==> config.mk <==
export PLATFORM = sky130hd
export DESIGN_NAME = rx_fifo_unit
export DESIGN_NICKNAME = d
export VERILOG_FILES = /design/src/rtl/rx_fifo_pkg.sv /design/src/rtl/rx_fifo_store.sv /design/src/rtl/rx_fifo_ctlreg.sv /design/src/rtl/rx_fifo_tmo.sv /design/src/rtl/rx_fifo_unit.sv
export SDC_FILE = /design/constraint.sdc
export NUM_CORES = 1
export LEC_CHECK = 0
export ABC_AREA = 1
export BUFFER_PORTS_ARGS = -buffer_cell sky130_fd_sc_hd__buf_4
export CAP_MARGIN = 5
export CORE_AREA = 2 2 134 136
export DETAILED_ROUTE_END_ITERATION = 12
export DIE_AREA = 0 0 136 138
export HOLD_SLACK_MARGIN = 0.02
export PLACE_DENSITY = 0.65
export SYNTH_ARGS = -nofsm -noshare
export SYNTH_HDL_FRONTEND = slang
export SYNTH_SLANG_ARGS = --single-unit
==> constraint.sdc <==
create_clock -name clk -period 2.9 [get_ports clk]
set_clock_uncertainty 0.2 [all_clocks]
set_input_delay 0.58 -clock clk [delete_from_list [all_inputs] [get_ports clk]]
set_output_delay 0.58 -clock clk [all_outputs]
set_load 0.01 [all_outputs]
==> src/rtl/rx_fifo_pkg.sv <==
package rx_fifo_pkg;

   // control register bit positions (software-visible, so fixed)
   localparam int CTL_EN_BIT   = 0;
   localparam int CTL_RXCL_BIT = 1;
   localparam int CTL_TXCL_BIT = 2;
   localparam logic [7:0] CTL_KEEP_MASK = 8'hC9;

   typedef enum logic [1:0] {
      TRIG_SEL_A = 2'b00,
      TRIG_SEL_B = 2'b01,
      TRIG_SEL_C = 2'b10,
      TRIG_SEL_D = 2'b11
   } trig_sel_e;

endpackage

==> src/rtl/rx_fifo_store.sv <==
module rx_fifo_store #(
   parameter int DEPTH = 16,
   parameter int DW    = 8,
   localparam int AW   = (DEPTH > 1) ? $clog2(DEPTH) : 1,
   localparam int CW   = $clog2(DEPTH + 1)
) (
   input  logic          clk,
   input  logic          rst_n,
   input  logic          clr,
   input  logic          wr_en,
   input  logic [DW-1:0] wr_data,
   input  logic          rd_en,
   output logic [DW-1:0] rd_data,
   output logic [CW-1:0] count,
   output logic          full,
   output logic          empty
);

   logic [DW-1:0] mem [DEPTH];
   logic [AW-1:0] wp, rp, wp_nx, rp_nx;
   logic [CW-1:0] cnt;

   generate
      if ((1 << AW) == DEPTH) begin : g_pow2
         assign wp_nx = wp + 1'b1;
         assign rp_nx = rp + 1'b1;
      end else begin : g_wrap
         assign wp_nx = (wp == AW'(DEPTH - 1)) ? '0 : wp + 1'b1;
         assign rp_nx = (rp == AW'(DEPTH - 1)) ? '0 : rp + 1'b1;
      end
   endgenerate

   always_ff @(posedge clk) begin
      if (wr_en) mem[wp] <= wr_data;
   end

   always_ff @(posedge clk or negedge rst_n) begin
      if (!rst_n) begin
         wp  <= '0;
         rp  <= '0;
         cnt <= '0;
      end else if (clr) begin
         wp  <= '0;
         rp  <= '0;
         cnt <= '0;
      end else begin
         if (wr_en) wp <= wp_nx;
         if (rd_en) rp <= rp_nx;
         case ({wr_en, rd_en})
            2'b10:   cnt <= cnt + 1'b1;
            2'b01:   cnt <= cnt - 1'b1;
            default: cnt <= cnt;
         endcase
      end
   end

   assign empty   = (cnt == '0);
   assign full    = (cnt == CW'(DEPTH));
   assign count   = cnt;
   assign rd_data = empty ? '0 : mem[rp];

   // the caller never writes into a full array without a read
   p_no_overflow_r3: assert property (@(posedge clk) disable iff (!rst_n)
      (wr_en && !rd_en) |-> !full);
   // the caller never reads an empty array
   p_no_underflow_r11: assert property (@(posedge clk) disable iff (!rst_n)
      rd_en |-> !empty);
   // a lone write raises the count by one
   p_count_step_r2: assert property (@(posedge clk) disable iff (!rst_n)
      (!clr && wr_en && !rd_en) |=> (cnt == $past(cnt) + 1'b1));

endmodule

==> src/rtl/rx_fifo_ctlreg.sv <==
module rx_fifo_ctlreg
   import rx_fifo_pkg::*;
#(
   parameter int CW     = 5,
   parameter int TRIG_A = 1,
   parameter int TRIG_B = 4,
   parameter int TRIG_C = 8,
   parameter int TRIG_D = 14
) (
   input  logic          clk,
   input  logic          rst_n,
   input  logic          wr,
   input  logic [7:0]    wdata,
   output logic [7:0]    ctl_q,
   output logic          fifo_on,
   output logic          rx_flush,
   output logic          tx_flush_q,
   output logic [CW-1:0] trig_lvl
);

   logic chg, tog, tx_now;

   assign chg      = wr && (wdata != ctl_q);
   assign tog      = chg && (wdata[CTL_EN_BIT] != ctl_q[CTL_EN_BIT]);
   assign rx_flush = chg && (wdata[CTL_RXCL_BIT] || tog);
   assign tx_now   = chg && (wdata[CTL_TXCL_BIT] || tog);
   assign fifo_on  = ctl_q[CTL_EN_BIT];

   always_ff @(posedge clk or negedge rst_n) begin
      if (!rst_n) begin
         ctl_q      <= 8'h00;
         tx_flush_q <= 1'b0;
      end else begin
         tx_flush_q <= tx_now;
         if (chg) ctl_q <= wdata & CTL_KEEP_MASK;
      end
   end

   always_comb begin
      case (trig_sel_e'(ctl_q[7:6]))
         TRIG_SEL_A: trig_lvl = CW'(TRIG_A);
         TRIG_SEL_B: trig_lvl = CW'(TRIG_B);
         TRIG_SEL_C: trig_lvl = CW'(TRIG_C);
         default:    trig_lvl = CW'(TRIG_D);
      endcase
   end

   // rewriting the current value leaves state and pulses alone
   p_same_write_noop_r5: assert property (@(posedge clk) disable iff (!rst_n)
      (wr && (wdata == ctl_q)) |=> ($stable(ctl_q) && !tx_flush_q));
   // an enable change always yields a transmit flush pulse
   p_toggle_txflush_r7: assert property (@(posedge clk) disable iff (!rst_n)
      (wr && (wdata[CTL_EN_BIT] != ctl_q[CTL_EN_BIT])) |=> tx_flush_q);

endmodule

==> src/rtl/rx_fifo_tmo.sv <==
module rx_fifo_tmo #(
   parameter int TICK_W = 16,
   localparam int SW    = TICK_W + 2
) (
   input  logic              clk,
   input  logic              rst_n,
   input  logic [TICK_W-1:0] char_ticks,
   input  logic              arm,
   input  logic              stop,
   output logic              expire
);

   logic [SW-1:0] cnt;
   logic          run;

   assign expire = run && (cnt <= SW'(1)) && !arm && !stop;

   always_ff @(posedge clk or negedge rst_n) begin
      if (!rst_n) begin
         cnt <= '0;
         run <= 1'b0;
      end else if (stop) begin
         run <= 1'b0;
      end else if (arm) begin
         cnt <= {char_ticks, 2'b00};
         run <= 1'b1;
      end else if (run) begin
         if (cnt <= SW'(1)) run <= 1'b0;
         else               cnt <= cnt - 1'b1;
      end
   end

   // a stop always leaves the timer idle
   p_stop_idles_r6: assert property (@(posedge clk) disable iff (!rst_n)
      stop |=> !expire);

endmodule

==> src/rtl/rx_fifo_unit.sv <==
module rx_fifo_unit #(
   parameter int DEPTH  = 16,
   parameter int DW     = 8,
   parameter int TICK_W = 16,
   parameter int TRIG_A = 1,
   parameter int TRIG_B = 4,
   parameter int TRIG_C = 8,
   parameter int TRIG_D = 14,
   localparam int CW    = $clog2(DEPTH + 1)
) (
   input  logic              clk,
   input  logic              rst_n,
   input  logic [TICK_W-1:0] char_ticks,
   input  logic              push_vld,
   input  logic [DW-1:0]     push_data,
   input  logic              push_brk,
   input  logic              pop_req,
   output logic [DW-1:0]     pop_data,
   input  logic              lsr_rd,
   input  logic              ctl_wr,
   input  logic [7:0]        ctl_wdata,
   output logic [7:0]        ctl_val,
   output logic              txq_flush,
   output logic [CW-1:0]     lvl_count,
   output logic              trig_hit,
   output logic              data_rdy,
   output logic              ovr_flag,
   output logic              brk_flag,
   output logic              tmo_pend
);

   generate
      if (DEPTH < 2) begin : g_bad_depth
         $error("rx_fifo_unit: DEPTH must be at least 2");
      end
      if (TRIG_A < 1 || TRIG_D > DEPTH || TRIG_B > DEPTH || TRIG_C > DEPTH) begin : g_bad_trig
         $error("rx_fifo_unit: trigger levels must lie in 1..DEPTH");
      end
      if (TICK_W < 1) begin : g_bad_tick
         $error("rx_fifo_unit: TICK_W must be positive");
      end
   endgenerate

   logic          fifo_on, rx_flush;
   logic [CW-1:0] trig_lvl, cnt;
   logic          full, empty;
   logic [DW-1:0] st_rd_data;
   logic          push_ok, pop_ok, st_rd, st_wr, fifo_ovf, hold_ovf, emptying;
   logic          tmr_arm, tmr_expire;
   logic [DW-1:0] hold_q;

   rx_fifo_ctlreg #(
      .CW(CW), .TRIG_A(TRIG_A), .TRIG_B(TRIG_B), .TRIG_C(TRIG_C), .TRIG_D(TRIG_D)
   ) u_ctl (
      .clk       (clk),
      .rst_n     (rst_n),
      .wr        (ctl_wr),
      .wdata     (ctl_wdata),
      .ctl_q     (ctl_val),
      .fifo_on   (fifo_on),
      .rx_flush  (rx_flush),
      .tx_flush_q(txq_flush),
      .trig_lvl  (trig_lvl)
   );

   // a flush in the same cycle beats any push or pop
   assign push_ok  = push_vld && !rx_flush;
   assign pop_ok   = pop_req && !rx_flush;
   assign st_rd    = fifo_on && pop_ok && !empty;
   assign st_wr    = fifo_on && push_ok && (!full || st_rd);
   assign fifo_ovf = fifo_on && push_ok && full && !st_rd;
   assign hold_ovf = !fifo_on && push_ok && data_rdy && !pop_ok;
   assign emptying = pop_ok && !push_ok && (!fifo_on || (cnt <= CW'(1)));

   rx_fifo_store #(.DEPTH(DEPTH), .DW(DW)) u_store (
      .clk    (clk),
      .rst_n  (rst_n),
      .clr    (rx_flush),
      .wr_en  (st_wr),
      .wr_data(push_data),
      .rd_en  (st_rd),
      .rd_data(st_rd_data),
      .count  (cnt),
      .full   (full),
      .empty  (empty)
   );

   assign tmr_arm = fifo_on && (push_ok || (pop_ok && (cnt > CW'(1))));

   rx_fifo_tmo #(.TICK_W(TICK_W)) u_tmo (
      .clk       (clk),
      .rst_n     (rst_n),
      .char_ticks(char_ticks),
      .arm       (tmr_arm),
      .stop      (rx_flush),
      .expire    (tmr_expire)
   );

   always_ff @(posedge clk or negedge rst_n) begin
      if (!rst_n) begin
         hold_q   <= '0;
         data_rdy <= 1'b0;
         ovr_flag <= 1'b0;
         brk_flag <= 1'b0;
         tmo_pend <= 1'b0;
      end else begin
         if (!fifo_on && push_ok) hold_q <= push_data;

         if (rx_flush)      data_rdy <= 1'b0;
         else if (push_ok)  data_rdy <= 1'b1;
         else if (emptying) data_rdy <= 1'b0;

         if (fifo_ovf || hold_ovf) ovr_flag <= 1'b1;
         else if (lsr_rd)          ovr_flag <= 1'b0;

         if (push_ok && push_brk)    brk_flag <= 1'b1;
         else if (lsr_rd || emptying) brk_flag <= 1'b0;

         if (rx_flush || pop_ok)             tmo_pend <= 1'b0;
         else if (tmr_expire && !empty)      tmo_pend <= 1'b1;
      end
   end

   assign pop_data  = fifo_on ? st_rd_data : hold_q;
   assign lvl_count = cnt;
   assign trig_hit  = fifo_on ? (cnt >= trig_lvl) : data_rdy;

   // a receive flush leaves an empty queue and no pending timeout
   p_flush_empties_r6: assert property (@(posedge clk) disable iff (!rst_n)
      rx_flush |=> ((lvl_count == '0) && !tmo_pend && !data_rdy));
   // timeout pending only ever rises with data in the queue
   p_tmo_needs_data_r8: assert property (@(posedge clk) disable iff (!rst_n)
      $rose(tmo_pend) |-> (lvl_count != '0));
   // a byte onto an occupied holding register raises overrun
   p_hold_ovr_r10: assert property (@(posedge clk) disable iff (!rst_n)
      (!fifo_on && push_vld && data_rdy && !pop_req && !rx_flush) |=> ovr_flag);
   // a push into a full queue without a pop keeps the count and flags overrun
   p_full_drop_r3: assert property (@(posedge clk) disable iff (!rst_n)
      (fifo_on && push_vld && full && !pop_req && !rx_flush)
         |=> (ovr_flag && (lvl_count == CW'(DEPTH))));

endmodule

==> impl_metrics.env <==
export IMPL_fp_row_count=49
export IMPL_antenna_found_initial=0
export IMPL_syn_area_per_cell_um2=9.70
export IMPL_grt_pass1_vias=5999
export IMPL_finalSetupTns_ps=-2.40
export IMPL_gr_usage_met1_pct=30.6
export IMPL_diodes=0
export IMPL_numPortBuffers=61
export IMPL_final_nets=1009
export IMPL_final_cells=1198
export IMPL_worstMarginPinSlew_ps=766
export IMPL_ys_ff_latch=177
export IMPL_clockBufferDepth=2
export IMPL_start_util_pct=48.8
export IMPL_power_density_mw_per_mm2=781
export IMPL_p_leak_nw=4.26
export IMPL_dieHeight_um=138
export IMPL_cp_required_ps=2120
export IMPL_placed_area_mm2=0.00931
export IMPL_syn_to_final_growth_pct=17.6
export IMPL_post_synth_main_area_contributors="edfxtp_1 (45%), dfrtp_1 (14%), nand2_1 (10%)"
export IMPL_violations="negative setup slack"
export IMPL_worst_slack_ps=-2.40
export IMPL_die_w_um=136
export IMPL_synthCells=883
export IMPL_synth_top_area_cell="edfxtp_1"
export IMPL_min_period_over_period_pct=100
export IMPL_startpoint_type="register"
export IMPL_maxCapViolations=0
export IMPL_synthDistinctLibCells=41
export IMPL_post_route_min_period_ps=2900
export IMPL_max_freq_mhz=345
export IMPL_drc=0
export IMPL_via_per_inst=5.18
export IMPL_top_usage_layer="met2"
export IMPL_cp_end_kind="primary output"
export IMPL_hp_class="primary input to register"
export IMPL_p_seq_share_pct=40.3
export IMPL_ys_seq_area_share_pct=59.2
export IMPL_layout_drive_gt1_share_pct=17.4
export IMPL_wire_per_inst_um=16.6
export IMPL_holdWs_ps=151
export IMPL_dp_hpwl_mm=12.9
export IMPL_p_int_mw=5.27
export IMPL_cts_root_buf="clkbuf_16"
export IMPL_setup_violations=1
export IMPL_track_usage_pct=22.3
export IMPL_status="finished with violations"
export IMPL_stdcell_area_mm2=0.0101
export IMPL_cts_buffers=17
export IMPL_yosysTopAreaCellShare_pct=44.9
export IMPL_core_mm2=0.0175
export IMPL_gr_usage_met3_pct=5.02
export IMPL_die_area_mm2=0.0188
export IMPL_antenna_left=0
export IMPL_globalRouteMet2Util_pct=35.6
export IMPL_arrival_ps=2120
export IMPL_slew_headroom_pct=48.9
export IMPL_rsz0062_at_grt="true"
export IMPL_ys_flop_type="edfxtp_1"
export IMPL_clock_sinks=177
export IMPL_p_comb_share_pct=28.6
export IMPL_utilization_pct=57.4
export IMPL_num_vias=6211
export IMPL_yosys_warnings=0
export IMPL_async_flop_share_pct=27.7
export IMPL_routed_wl_mm=19.9
export IMPL_dp_worst_setup_slack_ps=246
export IMPL_n_fill_cell=1541
export IMPL_cts_tree="done"
export IMPL_grt_max_degree=50
export IMPL_synth_edf_count=128
export IMPL_cts_clk_slew_worst_paths_ps=70
export IMPL_path_max_fanout=36
export IMPL_drv_slew=0
export IMPL_cts_max_level=4
export IMPL_dr_first_iter_drc_count=510
export IMPL_grt_pass1_wl_mm=31.9
export IMPL_place_congestion=0.830
export IMPL_vdd_drop_max_mv=0.494
export IMPL_syn_cell_area_mm2=0.00856
export IMPL_firstDrtPassIters=5
export IMPL_pin_count=66
export IMPL_switching_share_pct=33.0
export IMPL_totalPowerFinal_mw=7.87
export IMPL_clkPwrFrac_pct=31.1
export IMPL_gr_total_overflow=0
export IMPL_finalHoldViolCount=0
export IMPL_clk_latency_ps=430
export IMPL_p_switching_mw=2.59
export IMPL_worstSetupPathType="register to primary output"
export IMPL_place_inst=1160
## synthesized netlist by cell type (2+ instances only)
| master | number |
|---|---|
| nor2_1 | 51 |
| inv_2 | 5 |
| nand2_4 | 3 |
| nand2_1 | 230 |
| clkbuf_1 | 11 |
| nand2_2 | 7 |
| a21oi_1 | 47 |
| nor2_4 | 2 |
| buf_4 | 7 |
| nand3_1 | 52 |
| nor3_1 | 4 |
| xnor2_1 | 13 |
| edfxtp_1 | 128 |
| o211ai_1 | 24 |
| buf_6 | 5 |
| nand3_4 | 3 |
| buf_2 | 16 |
| nand4_1 | 2 |
| inv_1 | 95 |
| ha_1 | 14 |
| xor2_1 | 11 |
| o21ai_1 | 12 |
| o21ai_0 | 71 |
| nand3b_1 | 3 |
| nand3_2 | 2 |
| dfrtp_1 | 49 |
| buf_1 | 2 |
## final cells by class
cell class / count / area (um2) / share of cell area [%]
Clock buffer: 17 / 425 / 4.22
Clock inverter: 15 / 205 / 2.04
Inverter: 103 / 395 / 3.93
Multi-Input combinational cell: 564 / 2930 / 29.1
Sequential cell: 177 / 5080 / 50.4
Tap cell: 229 / 287 / 2.85
Timing Repair Buffer: 93 / 753 / 7.48
## repair_timing
action,in CTS,in global routing
gates resized for setup,21,29
hold buffers,1,0
setup endpoints to repair,8,9
setup buffers,4,1
endpoints found under the hold margin,49,0
pin swaps,3,6
## worst max-delay path, cell delays in order, from the launching register on
cell and delay (ps):
dfrtp_4 550, buf_12 200, o211ai_1 250, nand3_1 140, o21ai_1 180, o21ai_2 90
nand2_1 90, nand2_1 50, buf_4 130
## placed cells by master (no fill, tap or decap), types with 2 or more instances in the layout
cell type   instances
dfrtp_1            46
nand2_4             3
nor2_4              2
o21ai_1            31
nand4_1             2
edfxtp_1          128
nand2_1           230
nand3_1            47
inv_1              95
a21oi_2             2
nand3b_1            3
buf_4              85
clkinv_4            3
clkinvlp_4          3
ha_1               14
nand2_2             7
nor3_1              4
o21ai_0            45
nand3_4             3
buf_6               4
a21oi_1            45
nand3_2             7
clkbuf_16          17
nor2_1             51
inv_2               5
clkinv_2            3
buf_12              3
o21ai_2             7
xnor2_1            13
o211ai_1           24
dfrtp_4             2
inv_6               4
conb_1              4
bufinv_16           4
xor2_1             11
## path summary, 6_finish.rpt
path,from,endpoint,slack [ps],depth (start not counted)
worst max-delay path,u_store.rp[0],pop_data[2],-2,8
max in group asynchronous,rst_n,u_store.rp[0],1500,2
worst min register to register,hold_q[0],hold_q[0],270,2
min in group asynchronous,rst_n,u_ctl.ctl_q[6],520,2
worst min-delay path,lsr_rd,brk_flag,150,2
worst max register to register,u_store.count[1],u_store.mem[7][1],290,12
## sequential cells by signal (all words and copies together), names as in the netlist
| signal | count |
|---|---|
| u_store.mem | 128 |
| u_tmo.cnt | 18 |
| hold_q | 8 |
| u_store.count | 5 |
| u_ctl.ctl_q | 4 |
| u_store.rp | 4 |
| u_store.wp | 4 |
| brk_flag | 1 |
| data_rdy | 1 |
| ovr_flag | 1 |
| tmo_pend | 1 |
| u_ctl.tx_flush_q | 1 |
| u_tmo.run | 1 |
## power groups by stage
stage	Sequential, mW	Clock, mW	Combinational (mW)
floorplan	3.14	0	1.57
global placement	3.23	0	2.10
detailed placement	3.23	0	2.13
CTS	3.17	2.49	2.21
global route	3.20	2.58	2.55
finish	3.17	2.45	2.25
## kinds of logic (layout without fill, tap and decap cells)
family / count (synthesis) / after routing / share of synthesized area (%)
AO/OA/AOI/OAI: 160 / 160 / 10.2
XOR/XNOR: 24 / 24 / 2.46
adder cells (fa/ha/maj): 14 / 14 / 2.05
buffers and inverters: 145 / 228 / 7.44
flip-flops: 177 / 177 / 59.2
other: 1 / 4 / 0.0438
AND/OR/NAND/NOR: 362 / 362 / 18.6
## routing by layer
layer | routed length [um] | vias up
met1 | 8750 | 2943
li1 | - | 3064
met3 | 1090 | 28
met4 | 384 | 0
met5 | 0 | -
met2 | 9700 | 176
(Power assumes the default switching activity.)
